### src/rtl/chain_dma_seq.sv
module chain_dma_seq #(
  parameter int AW = 32,
  parameter int CW = 16,
  parameter int PW = 32
) (
  input  logic          clk,
  input  logic          rst_n,
  input  logic [AW-1:0] tbl_base,
  input  logic          ctl_wr,
  input  logic [31:0]   ctl_wdata,
  output logic          rd_req,
  output logic [AW-1:0] rd_addr,
  input  logic          rd_ack,
  input  logic [31:0]   rd_data,
  output logic          xfer_req,
  output logic [15:0]   xfer_len,
  output logic [31:0]   xfer_laddr,
  output logic [31:0]   xfer_haddr,
  input  logic          xfer_done,
  output logic          wb_req,
  output logic [AW-1:0] wb_addr,
  output logic [CW-1:0] wb_data,
  input  logic          wb_ack,
  output logic          msi_req,
  input  logic          msi_ack,
  output logic          busy,
  output logic [CW-1:0] last_num,
  output logic [PW-1:0] perf_cnt
);
  localparam int MSI_BIT = 17;
  localparam int WB_BIT  = 18;
  localparam logic [AW-1:0] HDR_BYTES = AW'(16);
  localparam logic [AW-1:0] WB_OFS    = AW'(12);

  typedef enum logic [2:0] {S_IDLE, S_FETCH, S_XFER, S_WB, S_NEXT, S_MSI} st_t;
  st_t st;

  logic [AW-1:0] base_q;
  logic [CW-1:0] cnt_q, idx_q;
  logic          irq_q, cwb_q;
  logic [1:0]    word_q;
  logic [31:0]   dw0_q, dw2_q, dw3_q;

  wire start   = ctl_wr && (st == S_IDLE);
  wire desc_wb = cwb_q || dw0_q[WB_BIT];
  wire edge_ix = (idx_q == '0) || (idx_q + 1'b1 == cnt_q);

  assign busy       = (st != S_IDLE);
  assign rd_req     = (st == S_FETCH);
  assign xfer_req   = (st == S_XFER);
  assign wb_req     = (st == S_WB);
  assign msi_req    = (st == S_MSI);
  assign rd_addr    = base_q + HDR_BYTES + (AW'(idx_q) << 4) + (AW'(word_q) << 2);
  assign wb_addr    = base_q + WB_OFS;
  assign wb_data    = last_num;
  assign xfer_len   = dw0_q[15:0];
  assign xfer_laddr = dw2_q;
  assign xfer_haddr = dw3_q;

  always_ff @(posedge clk or negedge rst_n) begin
    if (!rst_n) begin
      st       <= S_IDLE;
      base_q   <= '0;
      cnt_q    <= '0;
      idx_q    <= '0;
      irq_q    <= 1'b0;
      cwb_q    <= 1'b0;
      word_q   <= '0;
      dw0_q    <= '0;
      dw2_q    <= '0;
      dw3_q    <= '0;
      last_num <= '0;
      perf_cnt <= '0;
    end else begin
      if (start) perf_cnt <= '0;
      else if (busy) perf_cnt <= perf_cnt + 1'b1;
      case (st)
        S_IDLE: if (ctl_wr) begin
          base_q   <= tbl_base;
          cnt_q    <= ctl_wdata[CW-1:0];
          irq_q    <= ctl_wdata[MSI_BIT];
          cwb_q    <= ctl_wdata[WB_BIT];
          idx_q    <= '0;
          word_q   <= '0;
          last_num <= '0;
          st       <= S_NEXT;
        end
        S_FETCH: if (rd_ack) begin
          case (word_q)
            2'd0: dw0_q <= rd_data;
            2'd2: dw2_q <= rd_data;
            2'd3: dw3_q <= rd_data;
            default: ;
          endcase
          word_q <= word_q + 1'b1;
          if (word_q == 2'd3) st <= S_XFER;
        end
        S_XFER: if (xfer_done) begin
          last_num <= idx_q + 1'b1;
          st       <= (desc_wb && edge_ix) ? S_WB : S_NEXT;
        end
        S_WB: if (wb_ack) st <= S_NEXT;
        S_NEXT: begin
          if (last_num == cnt_q) st <= irq_q ? S_MSI : S_IDLE;
          else begin
            idx_q  <= last_num;
            word_q <= '0;
            st     <= S_FETCH;
          end
        end
        S_MSI: if (msi_ack) st <= S_IDLE;
        default: st <= S_IDLE;
      endcase
    end
  end

  a_r11_single_req: assert property (@(posedge clk) disable iff (!rst_n)
    $onehot0({rd_req, xfer_req, wb_req, msi_req}));

  a_r3_xfer_hold: assert property (@(posedge clk) disable iff (!rst_n)
    (xfer_req && !xfer_done) |=> xfer_req);

  a_r3_xfer_fields_stable: assert property (@(posedge clk) disable iff (!rst_n)
    (xfer_req && !xfer_done) |=> $stable(xfer_len) && $stable(xfer_laddr) && $stable(xfer_haddr));

  a_r2_rd_addr_stable: assert property (@(posedge clk) disable iff (!rst_n)
    (rd_req && !rd_ack) |=> $stable(rd_addr));

  a_r8_busy_write_ignored: assert property (@(posedge clk) disable iff (!rst_n)
    (busy && ctl_wr) |=> $stable(cnt_q) && $stable(irq_q) && $stable(cwb_q));

  a_r4_last_bounded: assert property (@(posedge clk) disable iff (!rst_n)
    busy |-> (last_num <= cnt_q));

  a_r7_idle_quiet: assert property (@(posedge clk) disable iff (!rst_n)
    !busy |-> !(rd_req || xfer_req || wb_req || msi_req));

  a_r6_msi_hold: assert property (@(posedge clk) disable iff (!rst_n)
    (msi_req && !msi_ack) |=> msi_req);
endmodule

### config.mk
export PLATFORM = sky130hd
export DESIGN_NAME = chain_dma_seq
export DESIGN_NICKNAME = d
export VERILOG_FILES = /design/src/rtl/chain_dma_seq.sv
export SDC_FILE = /design/constraint.sdc
export NUM_CORES = 1
export LEC_CHECK = 0
export BUFFER_PORTS_ARGS = -buffer_cell sky130_fd_sc_hd__clkbuf_2
export CAP_MARGIN = 5
export CORE_UTILIZATION = 48
export CTS_CLUSTER_SIZE = 30
export DETAILED_ROUTE_END_ITERATION = 10
export PLACE_DENSITY = 0.81
export SETUP_SLACK_MARGIN = 0.05
export SYNTH_ARGS = -nofsm -noshare
export SYNTH_HDL_FRONTEND = slang
export SYNTH_SLANG_ARGS = --single-unit
### constraint.sdc
create_clock -name clk -period 2.9 [get_ports clk]
set_clock_uncertainty 0.15 [all_clocks]
set_input_delay 0.29 -clock clk [delete_from_list [all_inputs] [get_ports clk]]
set_output_delay 0.29 -clock clk [all_outputs]
set_load 0.01 [all_outputs]
==> run metrics, run 1 <==
Residual DRC=0; CTS buffer count=17; Worst slew margin=a little under half; finished layout cell area=15500 µm²; IO buf count=301; worst-skew pair later-pin latency=approximately 0.44 ns; share of the synthesized area in the top cell type=about 45%; first-pass GRT wire length=52700 µm; nets=~1600; CTS clock-pin slew for the worst setup and hold paths=~0.080 ns; EDFF count, synth=0; Total Wirelength=around 35000 µm; RR Endpoint=st[1]; syn_area_per_cell=about 11 µm²; via count=around 10000; unrepaired setup endpoints after global routing=true; min cycle time layout=between 3 and 4 ns; number of synthesized register bits=200; CTS sink cnt=200; Place WS=-0.453 ns; slack of the critical path=-0.964 ns; Setup TNS Final=-14.42 ns; P_leak=approximately 7.6 nW; initial antenna violation count=0; Fin. Hold Viols=0; reg-to-reg startpoint=idx_q[9]; clock buffer depth=2; Initial Util=between 40% and 50%; number of fill cells=between 1500 and 2000; Critical Path, Cell by Cell=ha_4, ha_4, fa_2, a211o_1, o211ai_1, a21oi_2, a211o_1, o211ai_1, buf_4, a21oi_2, xor2_1, buf_2; multi-input combinational cell area=around 6200 µm²; Worst Hold Class=input pin to register; FP Rows=55; Layout Utilization=about two thirds; CTS Root Cell=clkbuf_16; Slew @ Worst Pin=just over 0.8 ns; largest net degree at the start of global routing=79; Worst EP arrival=3.42 ns; CP Max Fanout=4; Worst Setup End Kind=primary output; Compound-Gate Fraction of Synth Area=~9%; sequential share of the synthesized area=between 40 and 50%; Final GP Congestion=just under 0.9; Die Area=23900 µm²; Unique masters post-synth=a little over 70; IO Pins=316; CP required=roughly 2.5 ns; die height=between 150 and 200 µm; Core ar.=22700 µm²; Setup crit end=rd_addr[29]; Achievable Freq=259 MHz; top post-synthesis cells by area=dfrtp_1 (45%), mux2_2 (13%), ha_1 (4.8%); setup slack, reg-to-reg=about 0.10 ns; Die W=roughly 150 µm; Sequential Area=about 5000 µm²; share of cells above drive strength 1=roughly 46%; Final Max Slew Viols=0; Final HPWL DP=22000 µm; ant diodes=0; drt wl/cell=approximately 20 µm; XOR/XNOR share of the synthesized area=8.11%; ys async rst share=100%; dpl cell area=13300 µm²; Top FF cell, synth=dfrtp_1; Critical Path Source Type=register; P per Cell Area=904 nW/µm²; failing checks=negative setup slack; final cell count without fillers=about 1800; Setup Viol. Count Final=25; YS warnings=0; critical path class=register to primary output; post-synthesis mux area share=between 10% and 20%; Area Overhead vs Synth=39.3%; Post-Synth Adder-Cell Area=around 5.0%; area leader, netlist=dfrtp_1; GRT Resource Usage Total=28.0%; Cell Count Post-Placement=between 1500 and 2000; CP max stage delay=between 0.4 and 0.5 ns; cell area after synthesis=about 11000 µm²; Synth Area in Simple Gates=a little over an eighth; number of max-cap violations=0; period utilization=133%; Slowest cell on crit path=dfrtp_1; Worst Reg-to-Reg Cells=10; Syn Inst Count=1034; outcome=finished, violations left; Critical path origin=base_q[3]; Initial DRT Pass Iterations=5; routed vias/inst=around 5.7; DR iter-0 viols=655; largest family of logic cells by synthesized area=multiplexers; Peak VDD IR=between 0.6 and 0.7 mV; Post-DRT Antenna Nets=0; syn nets=1181; gr ovfl total=0; vias in the first global route=between 10000 and 15000; CTS tree=yes; htree depth=4
[worst max-delay path: cells and delay by family, from the launching register on]
family / cells / cell delay, ns
fa+ha+maj: 3 / 0.75
xor+xnor: 1 / 0.26
buf+inv: 2 / 0.37
compound gates: 6 / 1.19
flops: 1 / 0.41
[final cells by class]
type,count,share of cell area [%]
multi-input cells,731,39.9
flip-flops and latches,200,32.2
repair buffers,492,20.9
clock buffers,17,2.74
well taps,285,2.30
clock inverters,15,1.21
inverters,29,0.717
[cell usage after synthesis, drive strengths merged (5+ instances only)]
cell / n
nor2: 43
xnor2: 57
nand3: 66
dfrtp: 200
and2: 8
and3: 20
nor3b: 5
o21ai: 69
o211ai: 8
a21o: 5
o31ai: 5
nor3: 16
buf: 55
o21a: 6
mux2i: 10
clkbuf: 19
xor2: 35
ha: 43
nand2: 85
a211oi: 6
nor4: 7
a21oi: 28
nand4: 18
inv: 29
mux2: 132
[timing repair]
item                                   4_1_cts  5_1_grt
buffers inserted                            14       19
hold buffers                                83        0
endpoints found under the hold margin      188        0
gates resized for setup                     59       81
pin swaps                                   39       45
setup endpoints to repair                   34       37
[logic make-up after synthesis]
logic type / after synthesis
AOI/OAI and AO/OA: 158
xor gates and xnor gates: 96
adders and majority gates: 44
buffers and inverters: 103
DFF: 200
muxes: 142
and+or+nand+nor: 291
[power by group]
| part | switching (mW) | leakage [nW] | internal (mW) | total [mW] |
|---|---|---|---|---|
| Combinational | 3.48 | 4.65 | 3.35 | 6.83 |
| Sequential | 0.964 | 2.60 | 3.79 | 4.76 |
| Clock | 1.26 | 0.301 | 1.19 | 2.45 |
[metal layers]
layer	GRT usage, %	up-vias	share of wire, %
li1	-	4518	-
met1	32.7	4926	38
met2	50.3	494	51
met3	5.97	109	6.6
met4	10.8	0	4.4
met5	0	-	0
[cells in the final DEF, fill, tap and decap left out, drive strengths merged, types with 10 or more instances in the layout]
cell	synthesis	layout
mux2	132	132
dfrtp	200	200
mux2i	10	10
nor2	43	43
clkbuf	19	288
nand4	18	18
xor2	35	35
and3	20	20
o21ai	69	69
a21oi	28	28
inv	29	38
xnor2	57	57
dlygate4sd3	0	83
nand3	66	66
buf	55	138
nor3	16	16
ha	43	43
nand2	85	85
[how the worst min path moves through the flow]
stage	start	endpoint	slack, ns	cells past startpoint
after floorplan	rst_n	base_q[0]	-0.16	0
final	msi_ack	st[2]	0.07	4
after global routing	msi_ack	st[2]	0.07	4
after detailed placement	rst_n	cnt_q[10]	0.16	1
after global placement	rst_n	cnt_q[10]	0.16	1
after CTS	msi_ack	st[2]	0.06	4
[metrics by stage]
step           power (mW)  hold slack, ns
6_report             14.0          0.0721
4_1_cts              13.5          0.0606
3_3_place_gp         10.4           0.157
5_1_grt              14.7          0.0702
3_5_place_dp         10.6           0.163
2_1_floorplan        8.29          -0.156
[flip-flops by register name, indices dropped and copies added (netlist names)]
signal	cells
base_q	32
perf_cnt	32
xfer_haddr	32
xfer_laddr	32
dw0_q	17
cnt_q	16
idx_q	16
last_num	16
st	3
word_q	2
cwb_q	1
irq_q	1
(Power assumes the default switching activity.)
==> inputs of run 2 (changes only) <==
- ABC_AREA: not set -> 1
- PLACE_DENSITY: 0.81 -> 0.82
==> run metrics, run 2 <==
Area Overhead vs Synth=43.0% (was 39.3%); Internal=7.25 mW (was 8.33 mW); Sw Pwr=5.73 mW (was 5.71 mW); cell area after synthesis=11100 µm² (was 11200 µm²); RR Endpoint=st[0] (was st[1]); P_leak=7.98 nW (was 7.55 nW); Final HPWL DP=23600 µm (was 22000 µm); CP required=2.46 ns (about the same); most common cell in the netlist=nand2_1 (was dfrtp_1); CTS clock-pin slew for the worst setup and hold paths=0.09 ns (was 0.08 ns); area leader, netlist=dfrtp_1 (unchanged); CTS Root Cell=clkbuf_16 (unchanged); Net Sw Frac=44.1% (was 40.7%); worst-skew pair later-pin latency=0.45 ns (was 0.44 ns); DR iter-0 viols=1271 (was 655); YS warnings=0 (unchanged); CTS tree=yes (unchanged); global-route met1 utilization=38.0% (was 32.7%); Final GP Congestion=0.975 (was 0.885); CP Buf/Inv Count=1 (was 2); global routing usage on met3=8.40% (was 5.97%); IO buf count=301 (unchanged); Residual DRC=0 (unchanged); syn_area_per_cell=8.06 µm² (was 10.8 µm²); CTS sink cnt=200 (unchanged); post-synthesis mux area share=0.362% (was 14.2%); min cycle time layout=3.38 ns (was 3.86 ns); Peak VDD IR=0.496 mV (was 0.639 mV); drt wl/cell=19.4 µm (was 20.1 µm); finished layout cell area=15800 µm² (was 15500 µm²); nets=1954 (was 1618); Post-Synth Adder-Cell Area=5.04% (was 5.00%); largest net degree at the start of global routing=77 (was 79); via count=12088 (was 10047); combinational share of power=47.6% (was 48.7%); initial antenna violation count=0 (unchanged); Core ar.=22600 µm² (was 22700 µm²); Worst slew margin=34.9% (was 45.7%); most frequent cells in the layout=nand2_1 (354), clkbuf_2 (265), dfrtp_1 (195), o21ai_0 (152), inv_1 (123) (was clkbuf_2 (270), dfrtp_1 (199), mux2_2 (132), buf_4 (94), dlygate4sd3_1 (83)); Synth Area in Simple Gates=25.0% (was 13.5%); Worst Reg-to-Reg Cells=16 (was 10); Initial Util=48.9% (was 49.1%); global routing's busiest layer=met2 (unchanged); Total Wirelength=40900 µm (was 35500 µm); Setup Viol. Count Final=31 (was 25); Initial DRT Pass Iterations=6 (was 5); Compound-Gate Fraction of Synth Area=10.0% (was 8.77%); Unique masters post-synth=46 (was 72); Post-DRT Antenna Nets=0 (unchanged); share of cells above drive strength 1=33.4% (was 45.9%); Crit path max-delay family=compound AO/OA/AOI/OAI gates (unchanged); first-pass GRT wire length=59200 µm (was 52700 µm); ant diodes=0 (unchanged); Fin. Hold Viols=0 (unchanged); outcome=finished, violations left (unchanged); share of the synthesized area in the top cell type=45.2% (was 44.9%); dpl cell area=13000 µm² (was 13300 µm²); period utilization=117% (was 133%); commonest non-fill, non-tap cell in the layout=nand2_1 (was clkbuf_2); number of synthesized register bits=200 (unchanged); ys async rst share=100% (unchanged); hold path endpoint=xfer_haddr[18] (was st[2]); IO Pins=316 (unchanged); routed vias/inst=5.74 (was 5.68); Slew @ Worst Pin=0.974 ns (was 0.806 ns); slack of the critical path=-0.482 ns (was -0.964 ns); failing checks=negative setup slack (unchanged); gr ovfl total=0 (unchanged); CP Max Fanout=4 (unchanged); Flop pwr share=33.3% (was 33.9%); syn nets=1521 (was 1181); Clock Power Share=19.2% (was 17.4%); htree depth=4 (unchanged); Slowest cell on crit path=dfrtp_2 (was dfrtp_1); Critical Path Source Type=register (unchanged); Final Max Slew Viols=0 (unchanged); clock buffer depth=2 (unchanged); EDFF count, synth=0 (unchanged); vias in the first global route=11630 (was 10020); Place WS=-0.193 ns (was -0.453 ns); XOR/XNOR share of the synthesized area=5.98% (was 8.11%); CTS buffer count=17 (unchanged); sequential share of the synthesized area=45.2% (was 44.9%); top post-synthesis cells by area=dfrtp_1 (45%), nand2_1 (13%), o21ai_0 (7.2%) (was dfrtp_1 (45%), mux2_2 (13%), ha_1 (4.8%)); Critical Path, Cell by Cell=ha_1, ha_4, a21oi_1, o21ai_1, a32oi_2, nand3_4, nand2_4, xnor2_2, buf_2 (was ha_4, ha_4, fa_2, a211o_1, o211ai_1, a21oi_2, a211o_1, o211ai_1, buf_4, a21oi_2, xor2_1, buf_2); setup slack, reg-to-reg=0.10 ns (about the same); Die W=154 µm (about the same); Worst Hold Class=input pin to register (unchanged); unrepaired setup endpoints after global routing=true (unchanged); grt met2 use=52.4% (was 50.3%); Worst Setup End Kind=primary output (unchanged); largest family of logic cells by synthesized area=simple AND/OR/NAND/NOR gates (was multiplexers); number of max-cap violations=0 (unchanged); die height=154 µm (about the same); Syn Inst Count=1374 (was 1034); Worst EP arrival=2.94 ns (was 3.42 ns); Layout Utilization=69.9% (was 68.4%); Achievable Freq=296 MHz (was 259 MHz); Top FF cell, synth=dfrtp_1 (unchanged); reg-to-reg startpoint=idx_q[3] (was idx_q[9]); CP max stage delay=0.46 ns (was 0.41 ns); Worst Hold Launch=rd_data[18] (was msi_ack); GRT Resource Usage Total=31.8% (was 28.0%); P per Cell Area=820 nW/µm² (was 904 nW/µm²); critical path class=register to primary output (unchanged); Post-synth top cells=nand2_1 (376), dfrtp_1 (200), o21ai_0 (160) (was dfrtp_1 (200), mux2_2 (132), nand2_1 (84)); Die Area=23700 µm² (was 23900 µm²); hold path cells=3 (was 4); FP Rows=55 (unchanged)
-- run 2: changes by cell type after synthesis, moves of 7 or more --
cell	change
nand2_1	+292
mux2_2	-132
inv_1	+104
o21ai_0	+91
nand3_1	+36
nor2_1	+35
clkbuf_1	+21
xnor2_1	-20
and3_1	-15
buf_2	-7
o211ai_1	-7
-- run 2: layer usage --
layer	vias up	share of wire, %
met5	-	0
li1	5304	-
met2	891	46
met3	297	11
met4	0	7.2
met1	5596	36
-- run 2: timing repair --
item,CTS,global route
hold endpoints to repair,189,0
resized for setup,116,113
pin swaps,34,28
setup endpoints to repair,35,42
hold buffers,80,0
setup buffers,28,20
-- run 2: worst max-delay path by stage --
stage,from,to,slack (ns),depth (start not counted)
floorplan,word_q[1],rd_addr[27],0.06,11
global placement,base_q[3],rd_addr[27],-0.1,12
detailed placement,base_q[3],rd_addr[27],-0.19,12
CTS,word_q[1],rd_addr[27],-0.40,12
global route,base_q[4],rd_addr[20],-0.54,16
finish,base_q[19],rd_addr[28],-0.48,9
-- run 2: kinds of logic (layout without fill, tap and decap cells) --
group / count (synthesis) / in the layout
compound gates: 213 / 213
xor+xnor: 74 / 74
fa+ha+maj: 44 / 44
buf+inv: 210 / 656
flops: 200 / 200
mux: 4 / 4
simple gates: 629 / 629
-- run 2: tightest hold or removal path, delay by kind of cell --
family / cells / cell delay (ns)
compound gates: 1 / 0.09
buf+inv: 2 / 0.18
-- run 2: power by group through the flow --
stage | registers [mW] | clock network (mW) | logic (mW)
final | 4.32 | 2.49 | 6.18
after floorplan | 4.23 | 0 | 2.79
after detailed placement | 4.21 | 0 | 4.79
after global routing | 4.40 | 2.63 | 6.60
after CTS | 4.22 | 2.50 | 5.44
after global placement | 4.20 | 0 | 4.65
-- run 2: cell type report --
cell class,instances,area (µm²)
fillers,1526,6810
multi-input cells,964,6120
flip-flops and latches,200,5010
repair buffers,488,3200
inverters,136,515
clock buffers,17,425
well taps,285,357
clock inverters,15,195
-- run 2: metrics by stage --
stage | hold WS (ns) | setup TNS (ns) | total power, mW | cells
final | 0.00245 | -8.56 | 13.0 | 2105
after global routing | 0.00464 | -11.54 | 13.6 | 2105
after CTS | 0.00155 | -5.67 | 12.2 | 2087
after detailed placement | 0.214 | -0.459 | 9.00 | 1948
after global placement | 0.207 | -0.199 | 8.85 | 1948
after floorplan | -0.156 | 0 | 7.02 | 1374
